===== src/rtl/inset_decimator_pkg.sv =====
package inset_decimator_pkg;

    typedef enum logic [1:0] {
        ST_SEEK_FIELD = 2'd0,
        ST_SEEK_LINE  = 2'd1,
        ST_ACTIVE     = 2'd2
    } dec_state_e;

    // ratio code to group length
    function automatic logic [2:0] ratio_len(input logic [1:0] code);
        logic [2:0] n;
        case (code)
            2'd0:    n = 3'd2;
            2'd1:    n = 3'd3;
            2'd2:    n = 3'd4;
            default: n = 3'd6;
        endcase
        return n;
    endfunction

    // division by one of the few group lengths that can occur
    function automatic logic [5:0] div_group(input logic [11:0] s, input logic [4:0] n);
        logic [11:0] q;
        case (n)
            5'd2:    q = s / 12'd2;
            5'd3:    q = s / 12'd3;
            5'd4:    q = s / 12'd4;
            5'd6:    q = s / 12'd6;
            5'd8:    q = s / 12'd8;
            5'd12:   q = s / 12'd12;
            5'd16:   q = s / 12'd16;
            5'd24:   q = s / 12'd24;
            default: q = 12'd0;
        endcase
        return q[5:0];
    endfunction

endpackage


===== src/rtl/inset_decimator_hacc.sv =====
module inset_decimator_hacc #(
    parameter int LANES = 1,
    parameter int DW    = 6,
    parameter int SUM_W = 12,
    parameter int CNT_W = 5
) (
    input  logic                        clk,
    input  logic                        rst_n,
    input  logic                        clr,
    input  logic                        take,
    input  logic [CNT_W-1:0]            glen,
    input  logic [LANES-1:0][DW-1:0]    din,
    output logic                        done,
    output logic [LANES-1:0][SUM_W-1:0] sum
);

    logic [CNT_W-1:0] cnt_q;

    assign done = take && (cnt_q == glen - CNT_W'(1));

    always_ff @(posedge clk or negedge rst_n) begin
        if (!rst_n) begin
            cnt_q <= '0;
        end else if (clr) begin
            cnt_q <= '0;
        end else if (take) begin
            cnt_q <= done ? '0 : cnt_q + CNT_W'(1);
        end
    end

    for (genvar l = 0; l < LANES; l++) begin : g_lane
        logic [SUM_W-1:0] acc_q;

        assign sum[l] = acc_q + SUM_W'(din[l]);

        always_ff @(posedge clk or negedge rst_n) begin
            if (!rst_n) begin
                acc_q <= '0;
            end else if (clr) begin
                acc_q <= '0;
            end else if (take) begin
                acc_q <= done ? '0 : sum[l];
            end
        end
    end

endmodule


===== src/rtl/inset_decimator_vacc.sv =====
module inset_decimator_vacc #(
    parameter int DW    = 6,
    parameter int DEPTH = 288,
    parameter int SUM_W = 9,
    parameter int AW    = $clog2(DEPTH)
) (
    input  logic          clk,
    input  logic          en,
    input  logic [AW-1:0] pos,
    input  logic          first,
    input  logic          last,
    input  logic [2:0]    vlen,
    input  logic [DW-1:0] mean,
    output logic          fire,
    output logic [DW-1:0] avg
);
    import inset_decimator_pkg::*;

    localparam int TW = 12;

    logic [SUM_W-1:0] line_buf [DEPTH];
    logic [TW-1:0]    total;

    assign total = TW'(line_buf[pos]) + TW'(mean);
    assign fire  = en && last;
    assign avg   = div_group(total, {2'b00, vlen});

    always_ff @(posedge clk) begin
        if (en && !last) begin
            line_buf[pos] <= first ? SUM_W'(mean) : total[SUM_W-1:0];
        end
    end

endmodule


===== src/rtl/inset_decimator.sv =====
module inset_decimator #(
    parameter int PIX_W    = 6,
    parameter int LINE_MAX = 288
) (
    input  logic             clk,
    input  logic             rst_n,
    input  logic             pix_valid,
    input  logic             hsync,
    input  logic             vsync,
    input  logic [PIX_W-1:0] y_in,
    input  logic [PIX_W-1:0] cb_in,
    input  logic [PIX_W-1:0] cr_in,
    input  logic [1:0]       h_ratio,
    input  logic [1:0]       v_ratio,
    input  logic             freeze,
    output logic [PIX_W-1:0] y_out,
    output logic             y_we,
    output logic [PIX_W-1:0] c_out,
    output logic             c_we,
    output logic             c_sel,
    output logic             line_mark,
    output logic             field_mark
);
    import inset_decimator_pkg::*;

    localparam int CHROMA_MAX = LINE_MAX / 4;
    localparam int HPOS_W     = $clog2(LINE_MAX + 1);
    localparam int CPOS_W     = $clog2(CHROMA_MAX + 1);
    localparam int YAW        = $clog2(LINE_MAX);
    localparam int CAW        = $clog2(CHROMA_MAX);
    localparam int SUM_W      = 12;
    localparam int GLEN_W     = 5;
    localparam int VSUM_W     = 9;

    dec_state_e        state_q, state_d;
    logic [1:0]        hr_q, vr_q;
    logic [2:0]        vphase_q;
    logic [HPOS_W-1:0] hpos_q;
    logic [CPOS_W-1:0] cpos_q;
    logic [PIX_W-1:0]  cr_hold_q;
    logic              cr_pend_q;

    // control decoded from state
    logic              take_y, take_c, line_close, line_open, sync_any;
    logic [2:0]        hlen, vlen;
    logic              ph_first, ph_last;

    // datapath
    logic                          y_done, c_done;
    logic [0:0][SUM_W-1:0]         y_sum;
    logic [1:0][SUM_W-1:0]         c_sum;
    logic [PIX_W-1:0]              y_mean;
    logic [1:0][PIX_W-1:0]         c_mean;
    logic                          y_fire;
    logic [PIX_W-1:0]              y_avg;
    logic [1:0]                    c_fire;
    logic [1:0][PIX_W-1:0]         c_avg;

    // ---------------- state register ----------------
    always_ff @(posedge clk or negedge rst_n) begin
        if (!rst_n) state_q <= ST_SEEK_FIELD;
        else        state_q <= state_d;
    end

    always_comb begin
        state_d = state_q;
        if (vsync) begin
            state_d = ST_SEEK_LINE;
        end else begin
            unique case (state_q)
                ST_SEEK_FIELD: state_d = ST_SEEK_FIELD;
                ST_SEEK_LINE:  if (hsync) state_d = ST_ACTIVE;
                ST_ACTIVE:     state_d = ST_ACTIVE;
                default:       state_d = ST_SEEK_FIELD;
            endcase
        end
    end

    // ---------------- control outputs of the state ----------------
    always_comb begin
        hlen       = ratio_len(hr_q);
        vlen       = ratio_len(vr_q);
        ph_first   = (vphase_q == 3'd0);
        ph_last    = (vphase_q == vlen - 3'd1);
        sync_any   = hsync || vsync;
        take_y     = 1'b0;
        line_close = 1'b0;
        line_open  = 1'b0;
        unique case (state_q)
            ST_SEEK_FIELD: ;
            ST_SEEK_LINE:  line_open = hsync && !vsync;
            ST_ACTIVE: begin
                take_y     = pix_valid && !sync_any && (hpos_q < HPOS_W'(LINE_MAX));
                line_close = hsync && !vsync;
                line_open  = hsync && !vsync;
            end
            default: ;
        endcase
        take_c = take_y && (cpos_q < CPOS_W'(CHROMA_MAX));
    end

    // ---------------- horizontal accumulators ----------------
    inset_decimator_hacc #(
        .LANES(1), .DW(PIX_W), .SUM_W(SUM_W), .CNT_W(GLEN_W)
    ) u_hacc_y (
        .clk  (clk),
        .rst_n(rst_n),
        .clr  (sync_any),
        .take (take_y),
        .glen ({2'b00, hlen}),
        .din  (y_in),
        .done (y_done),
        .sum  (y_sum)
    );

    inset_decimator_hacc #(
        .LANES(2), .DW(PIX_W), .SUM_W(SUM_W), .CNT_W(GLEN_W)
    ) u_hacc_c (
        .clk  (clk),
        .rst_n(rst_n),
        .clr  (sync_any),
        .take (take_c),
        .glen ({hlen, 2'b00}),
        .din  ({cr_in, cb_in}),
        .done (c_done),
        .sum  (c_sum)
    );

    assign y_mean = div_group(y_sum[0], {2'b00, hlen});

    // ---------------- vertical accumulators ----------------
    inset_decimator_vacc #(
        .DW(PIX_W), .DEPTH(LINE_MAX), .SUM_W(VSUM_W), .AW(YAW)
    ) u_vacc_y (
        .clk  (clk),
        .en   (y_done),
        .pos  (hpos_q[YAW-1:0]),
        .first(ph_first),
        .last (ph_last),
        .vlen (vlen),
        .mean (y_mean),
        .fire (y_fire),
        .avg  (y_avg)
    );

    for (genvar l = 0; l < 2; l++) begin : g_chroma
        assign c_mean[l] = div_group(c_sum[l], {hlen, 2'b00});

        inset_decimator_vacc #(
            .DW(PIX_W), .DEPTH(CHROMA_MAX), .SUM_W(VSUM_W), .AW(CAW)
        ) u_vacc_c (
            .clk  (clk),
            .en   (c_done),
            .pos  (cpos_q[CAW-1:0]),
            .first(ph_first),
            .last (ph_last),
            .vlen (vlen),
            .mean (c_mean[l]),
            .fire (c_fire[l]),
            .avg  (c_avg[l])
        );
    end

    // ---------------- counters and latched ratios ----------------
    always_ff @(posedge clk or negedge rst_n) begin
        if (!rst_n) begin
            hr_q     <= 2'd0;
            vr_q     <= 2'd0;
            vphase_q <= 3'd0;
            hpos_q   <= '0;
            cpos_q   <= '0;
        end else begin
            if (vsync) begin
                hr_q     <= h_ratio;
                vr_q     <= v_ratio;
                vphase_q <= 3'd0;
            end else if (line_close) begin
                vphase_q <= ph_last ? 3'd0 : vphase_q + 3'd1;
            end
            if (sync_any) begin
                hpos_q <= '0;
                cpos_q <= '0;
            end else begin
                if (y_done) hpos_q <= hpos_q + HPOS_W'(1);
                if (c_done) cpos_q <= cpos_q + CPOS_W'(1);
            end
        end
    end

    // ---------------- registered outputs ----------------
    always_ff @(posedge clk or negedge rst_n) begin
        if (!rst_n) begin
            y_out      <= '0;
            y_we       <= 1'b0;
            c_out      <= '0;
            c_we       <= 1'b0;
            c_sel      <= 1'b0;
            cr_hold_q  <= '0;
            cr_pend_q  <= 1'b0;
            line_mark  <= 1'b0;
            field_mark <= 1'b0;
        end else begin
            y_we <= y_fire && !freeze;
            if (y_fire) y_out <= y_avg;

            if (c_fire[0]) begin
                c_out     <= c_avg[0];
                c_sel     <= 1'b0;
                c_we      <= !freeze;
                cr_hold_q <= c_avg[1];
                cr_pend_q <= !freeze;
            end else if (cr_pend_q) begin
                c_out     <= cr_hold_q;
                c_sel     <= 1'b1;
                c_we      <= 1'b1;
                cr_pend_q <= 1'b0;
            end else begin
                c_we      <= 1'b0;
            end

            line_mark  <= line_close && ph_last;
            field_mark <= vsync;
        end
    end

    logic unused_ok;
    assign unused_ok = line_open ^ c_fire[1];

endmodule


===== config.mk =====
export PLATFORM = sky130hd
export DESIGN_NAME = inset_decimator
export DESIGN_NICKNAME = d
export VERILOG_FILES = /design/src/rtl/inset_decimator_pkg.sv /design/src/rtl/inset_decimator_hacc.sv /design/src/rtl/inset_decimator_vacc.sv /design/src/rtl/inset_decimator.sv
export SDC_FILE = /design/constraint.sdc
export NUM_CORES = 2
export LEC_CHECK = 0
export ABC_AREA = 1
export BUFFER_PORTS_ARGS = -buffer_cell sky130_fd_sc_hd__buf_4
export CAP_MARGIN = 20
export CORE_MARGIN = 2
export CORE_UTILIZATION = 40
export CTS_CLUSTER_SIZE = 28
export DETAILED_ROUTE_END_ITERATION = 10
export PLACE_DENSITY = 0.53
export SLEW_MARGIN = 40
export SYNTH_ARGS = -nofsm -noshare
export SYNTH_HDL_FRONTEND = slang
export SYNTH_SLANG_ARGS = --single-unit

===== constraint.sdc =====
create_clock -name clk -period 35.6 [get_ports clk]
set_input_delay 3.56 -clock clk [delete_from_list [all_inputs] [get_ports clk]]
set_output_delay 3.56 -clock clk [all_outputs]
set_load 0.03 [all_outputs]

# Yosys cells after proc, flatten, opt, wreduce, memory -nomap -nowiden
# Memory sizes are Yosys's and may differ from the RTL's.
# Index checks and enable logic that the tools add are counted.
word_totals:
  in_bits: 28
  n_memories: 3
  elab_cells: 145
  mem_bits_rw: 3888
  ff_bits: 95
  out_inout_bits: 17
op_classes:
  muxes: 49
  div: 12
  n_addsub: 14
  n_eq_ne: 19
  order_cmp: 2
  reduce_logical: 26
mem_list:
  columns: ["name", "depth", "word_bits", "read_ports", "rd_clocked_by_memory_dff", "write_ports", "line", "text"]
  rows:
  - ["u_vacc_y.line_buf", 288, 9, 1, 0, 1, "inset_decimator_vacc.sv:21", "logic [SUM_W-1:0] line_buf [DEPTH];"]
  - ["g_chroma[0].u_vacc_c.line_buf", 72, 9, 1, 0, 1, "inset_decimator_vacc.sv:21", null]
  - ["g_chroma[1].u_vacc_c.line_buf", 72, 9, 1, 0, 1, "inset_decimator_vacc.sv:21", null]
op_table:
  columns: ["op", "n"]
  rows:
  - ["$mux 12", 9]
  - ["$pmux 6 s4", 4]
  - ["$pmux 6 s5", 2]
  - ["$div 12x2->12 const B", 4]
  - ["$div 12x3->12 const B", 4]
  - ["$mux 9", 5]
  - ["$add 12x6->12", 3]
  - ["$add 9x6->10", 3]
  - ["$mux 5", 6]
  - ["$div 12x4->12 const B", 2]
  - ["$div 12x5->12 const B", 2]
  - ["$pmux 3 s3", 2]
  - ["$mux 7", 2]
  - ["$eq 3x2->1 const B", 4]
  - ["$eq 3x3->1 const B", 4]
  - ["$logic_and 1x1->1", 12]
  - ["$mux 6", 2]
  - ["$reduce_bool 2->1", 6]
  - ["$mux 1", 11]
  - ["$add 5x1->5 const B", 2]
  - ["$eq 5x5->1", 2]
  - ["$add 9x1->9 const B", 1]
  - ["$lt 9x9->1 const B", 1]
  - ["$mux 3", 3]
  - ["17 further kinds", 26]

# Depth between registers and ports, before layout
depth:
  word_depth: 10
  depth_mapped: 156
  depth_no_buf: 155

# Modules after synthesis
# Synthesis repeated with hierarchy kept, for this count alone.
hier_totals:
  hier_cells: 13639
  hier_area_um2: 167252.9
by_module_without_submodules:
  columns: ["mod", "seq_area_each_um2", "instances", "area_per_inst_um2", "cells_per_inst"]
  rows:
  - ["inset_decimator_vacc (u_vacc_y)", 77834.6, 1, 100695.3, 7124]
  - ["inset_decimator_vacc (g_chroma[1].u_vacc_c)", 19458.7, 1, 27532.7, 2275]
  - ["inset_decimator_vacc (g_chroma[0].u_vacc_c)", 19458.7, 1, 27511.4, 2286]
  - ["inset_decimator", 1226.2, 1, 7916.3, 1387]
  - ["inset_decimator_hacc (u_hacc_c)", 725.7, 1, 2250.9, 355]
  - ["inset_decimator_hacc (u_hacc_y)", 425.4, 1, 1346.3, 212]

# Least setup slack after synthesis
# No wires, ideal clock.
synth_timing:
  path_kind: "input to register"
  start: "in y_in[0]"
  end: "mem u_vacc_y.line_buf[0][4], data pin"
  t_required_ns: 33.164
  setup_slack_ns: 7.065
  path_buffers: 1
  path_stages: 90
  setup_time_ns: 2.436
  t_arrival_ns: 26.099
  cell_sequence: "ha_1 inv_1 fa_1 inv_1 nand3_1 nand2_1 nand2_1 nand2_1 inv_1 ha_1 o21ai_0 inv_1 nor2_1 ha_1 inv_1 a21oi_1 or2_0 inv_2 [54 not listed] nand2_1 xnor2_1 inv_1 ha_1 a21boi_0 nand3_1 nand3_1 nor2_1 nand3_1 nand2_1 a21oi_1 ha_1 fa_1 a21oi_1 o21ai_0 xor2_1 inv_1 o21ai_0"
synth_via:
  elab_chain_cells: 5
  word_cells_on_any_way: 6
  classes_between: "2 x add/sub; 2 x div; 2 x mux"
synth_rtl:
  columns: ["element", "line", "text"]
  rows:
  - ["from (decl)", "inset_decimator.sv:10", "input logic [PIX_W-1:0] y_in,"]
  - ["$add 12x6->12 (*)", "inset_decimator_hacc.sv:34", "assign sum[l] = acc_q + SUM_W'(din[l]);"]
  - ["$div 12x3->12 / $div 12x2->12 (equally long branches)", "inset_decimator_pkg.sv:28, inset_decimator_pkg.sv:26", null]
  - ["$pmux 6 s4 (*)", "inset_decimator_pkg.sv:24", "case (n)"]
  - ["$add 9x6->10", "inset_decimator_vacc.sv:24", "assign total = TW'(line_buf[pos]) + TW'(mean);"]
  - ["$mux 9 (*)", "inset_decimator_vacc.sv:30", "line_buf[pos] <= first ? SUM_W'(mean) : total[SUM_W-1:0];"]
  - ["to (decl)", "inset_decimator_vacc.sv:21", null]
# Every way passes the cells marked *; elsewhere a longest branch is shown, timed or not.

# Worst setup path after layout
layout_timing:
  start: "in y_in[0]"
  end: "reg y_out[0]"
layout_via:
  elab_chain_cells: 6
  word_cells_on_any_way: 8
  classes_between: "2 x add/sub; 4 x div; 2 x mux"
layout_rtl:
  columns: ["element", "line", "text"]
  rows:
  - ["$add 12x6->12 (*)", "inset_decimator_hacc.sv:34", null]
  - ["$div 12x3->12 / $div 12x2->12 (equally long branches)", "inset_decimator_pkg.sv:28, inset_decimator_pkg.sv:26", null]
  - ["$pmux 6 s4 (*)", "inset_decimator_pkg.sv:24", null]
  - ["$add 9x6->10 (*)", "inset_decimator_vacc.sv:24", null]
  - ["$div 12x3->12 / $div 12x2->12 (equally long branches)", "inset_decimator_pkg.sv:28, inset_decimator_pkg.sv:26", null]
  - ["$pmux 6 s4 (*)", "inset_decimator_pkg.sv:24", null]
  - ["to (signal assigned)", "inset_decimator.sv:204", "if (y_fire) y_out <= y_avg;"]
  - ["to (decl)", "inset_decimator.sv:16", "output logic [PIX_W-1:0] y_out,"]
# Marked as above.
# A chain may end at the register's enable or synchronous reset.

==> impl_metrics.ini <==
[drt]
drt_first_pass_iters = 6
final_antenna_net_count = 0
vias = 110000
vias_per_cell = 5.80
drc = 0
post_drt_wl_per_cell_microns = 27.6
wirelength_microns = 521000
drt-initial-drc-count = 12200

[setup_path]
r2r-start = u_hacc_y.g_lane[0].acc_q[0]
startpoint = y_in[0]
worstPathArrival_ps = 25820
crit_path_max_incr_delay_ps = 430
reg2reg_to = y_out[0]
crit_path_end_kind = flip-flop
crit_slowest_cell = fa_1
path_max_fanout = 11
setup.worst_path.end = y_out[0]
worst_setup_path_start_kind = input port
critPathRequiredTime_ps = 36470
crit_top_cell = nand2_1
reg2reg_depth = 147
r2r_slack_ps = 12890
critPathKind = input port to flip-flop

[hold_path]
min-delay-start = cr_hold_q[4]
hp-class = flip-flop to flip-flop

[timing]
period_share_pct = 70.1
holdWs_ps = 481
worstMarginPinSlew_ps = 1030
slew_headroom_pct = 31.2
fin_setup_tns_ps = 0
rsz0062_at_grt = false
fmax_mhz = 40.1
setup_viol = 0
finalCriticalPeriod_ps = 24950
hold_viol_final = 0
slew_violations = 0
fin_worst_skew_ps = 185

[floorplan]
io-pin-count = 45
die_area_sq_mm = 0.420
initial_utilization_pct = 40.2
die_width_microns = 648
core_area_sq_mm = 0.413
die_y_microns = 648
row_count = 236

[clocking]
ctsHoldBuffers = 0
cts.sinks = 3983
cts_resized = 0
clk_pin_slew_ps = 60
insertion_delay_ps = 1040
post_cts_buffers = 0
cts_tree = done
root_buffer = clkbuf_16
h-tree-depth = 5
cts_buffers = 416
cts_max_path_buffers = 4

[final_layout]
nFillCells = 36700
drive_gt1_share_pct = 12.7
final_common_cell = edfxtp_1
final_cell_mix = 3888 x edfxtp_1, 2380 x nand2_1, 752 x o22ai_1
areaGrowthSynthToFinish_pct = 13.2
nNetsFinal = 13300

[power_and_ir_drop]
pwr-share-seq_pct = 50.1
p_per_area_mw_per_mm2 = 56.3
p_int_mw = 7.96
clock_power_share_pct = 40.0
total_power_mw = 10.6
power.switching_mw = 2.60
combPwrFrac_pct = 9.9
ir_worst_vdd_mv = 0.0405
swShare_pct = 24.6
power_leakage_nw = 65.3

[place]
gp_congestion = 0.880
portBuffers = 44
dpl.hpwl_microns = 313000

[global_route]
grt-ovfl-total = 0
antenna_found_initial = 7
grt_start_max_net_pins = 158
grt_pass1_wl_microns = 749000
grt.total_usage_pct = 24.2
first_global_vias = 106000

[synthesis]
syn_area_sq_mm = 0.166
synthArstFlopShare_pct = 2.39
synth_cell_types = 77
syn_inst = 13000
synth.avg_cell_area_sq_um = 12.7
ys_warn_count = 0
ys_seq_area_share_pct = 71.9
syn_nets = 13200
ys.flop_type = edfxtp_1
ys_ff_latch = 3983
synth_edf_count = 3888

[run]
maxCapViolCount = 0

[outcome]
status = completed
[cell usage after synthesis, types with 27 or more instances]
master | instances | area share, %
edfxtp_1 | 3888 | 70
nand2_1 | 2403 | 5.4
nor2_1 | 1117 | 2.5
o22ai_1 | 752 | 2.8
a21oi_1 | 727 | 2.2
o21ai_0 | 623 | 1.9
inv_1 | 562 | 1.3
clkbuf_1 | 474 | 1.1
nand3_1 | 293 | 0.88
a22oi_1 | 228 | 1.0
a32o_1 | 190 | 1.1
ha_1 | 175 | 1.3
nand4_1 | 153 | 0.58
a221oi_1 | 139 | 0.73
buf_1 | 96 | 0.22
dfrtp_1 | 95 | 1.4
buf_2 | 90 | 0.27
o41ai_1 | 88 | 0.47
or2_2 | 74 | 0.28
a32oi_1 | 72 | 0.38
o21ai_1 | 71 | 0.21
xor2_1 | 58 | 0.31
nand3_2 | 51 | 0.31
nand2_2 | 50 | 0.19
buf_4 | 47 | 0.21
nor3_1 | 43 | 0.13
o221ai_1 | 39 | 0.21
inv_2 | 33 | 0.075
a22o_1 | 31 | 0.16
xnor2_1 | 27 | 0.14
[cell families (layout without fill, tap and decap cells)]
| family | Yosys count | in the layout | synth area share, % |
|---|---|---|---|
| adder cells (fa/ha/maj) | 181 | 181 | 1.39 |
| flip-flops | 3983 | 3983 | 71.9 |
| AND/OR/NAND/NOR | 4311 | 4311 | 11.1 |
| XOR/XNOR | 86 | 86 | 0.459 |
| AO/OA/AOI/OAI | 3099 | 3099 | 11.9 |
| other | 0 | 5 | 0 |
| buffers and inverters | 1340 | 1757 | 3.29 |
[layer usage]
layer	up-vias	part of all wire (%)	GRT usage (%)
met5	-	0	0
met4	0	3.8	8.39
met3	819	6.7	3.30
met2	4169	48	40.2
met1	55900	42	32.6
li1	48700	-	-
[cell type report]
cell class                      count  area (sq um)  share of cell area, %
Clock buffer                      527         11000                   5.85
Antenna cell                        5          12.5                0.00667
Multi-Input combinational cell   7677         42800                   22.8
Clock inverter                    231          2120                   1.13
Tap cell                         5474          6850                   3.65
Inverter                          614          2350                   1.25
Sequential cell                  3983        119000                   63.5
Timing Repair Buffer              385          3430                   1.83
[sequential cells by signal, indices dropped and copies added (netlist names)]
register	flops
u_vacc_y.line_buf	2592
g_chroma.u_vacc_c.line_buf	1296
u_hacc_c.g_lane.acc_q	24
u_hacc_y.g_lane.acc_q	12
hpos_q	9
cpos_q	7
c_out	6
cr_hold_q	6
y_out	6
u_hacc_c.cnt_q	5
u_hacc_y.cnt_q	5
vphase_q	3
hr_q	2
state_q	2
vr_q	2
c_sel	1
c_we	1
cr_pend_q	1
field_mark	1
line_mark	1
y_we	1
[critical path, delay by kind of cell]
family                     cells  cell delay, ps
adders and majority gates     24            7300
buffers and inverters         24            1860
AOI/OAI and AO/OA             16            2960
xor gates and xnor gates       8            1330
and+or+nand+nor               76            8760
[power groups by stage]
stage | combinational (mW) | sequential (mW) | clock, mW
6_report | 1.05 | 5.29 | 4.22
2_1_floorplan | 0.706 | 5.50 | 0
5_1_grt | 1.17 | 5.29 | 4.45
3_5_place_dp | 1.04 | 5.39 | 0
4_1_cts | 1.04 | 5.29 | 4.27
3_3_place_gp | 1.00 | 5.39 | 0
[metrics by stage]
step / setup WS (ps) / util (%) / area (sq um) / std cells
floorplan: 7070 / - / 166000 / 13000
global placement: 10190 / 41.9 / 173000 / 18100
detailed placement: 9850 / 42.2 / 174000 / 18100
CTS: 10860 / 45.4 / 187000 / 18900
global route: 8400 / 45.5 / 188000 / 18900
finish: 10650 / 45.5 / 188000 / 18900
[worst min path at each step]
stage,depth (start not counted),slack [ps],to
after floorplan,2,440,cr_hold_q[0]
after global placement,2,460,cr_hold_q[0]
after detailed placement,2,460,cr_hold_q[0]
after CTS,2,480,cr_hold_q[5]
after global routing,1,500,c_sel
final,2,480,cr_hold_q[4]
(Power assumes the default switching activity.)
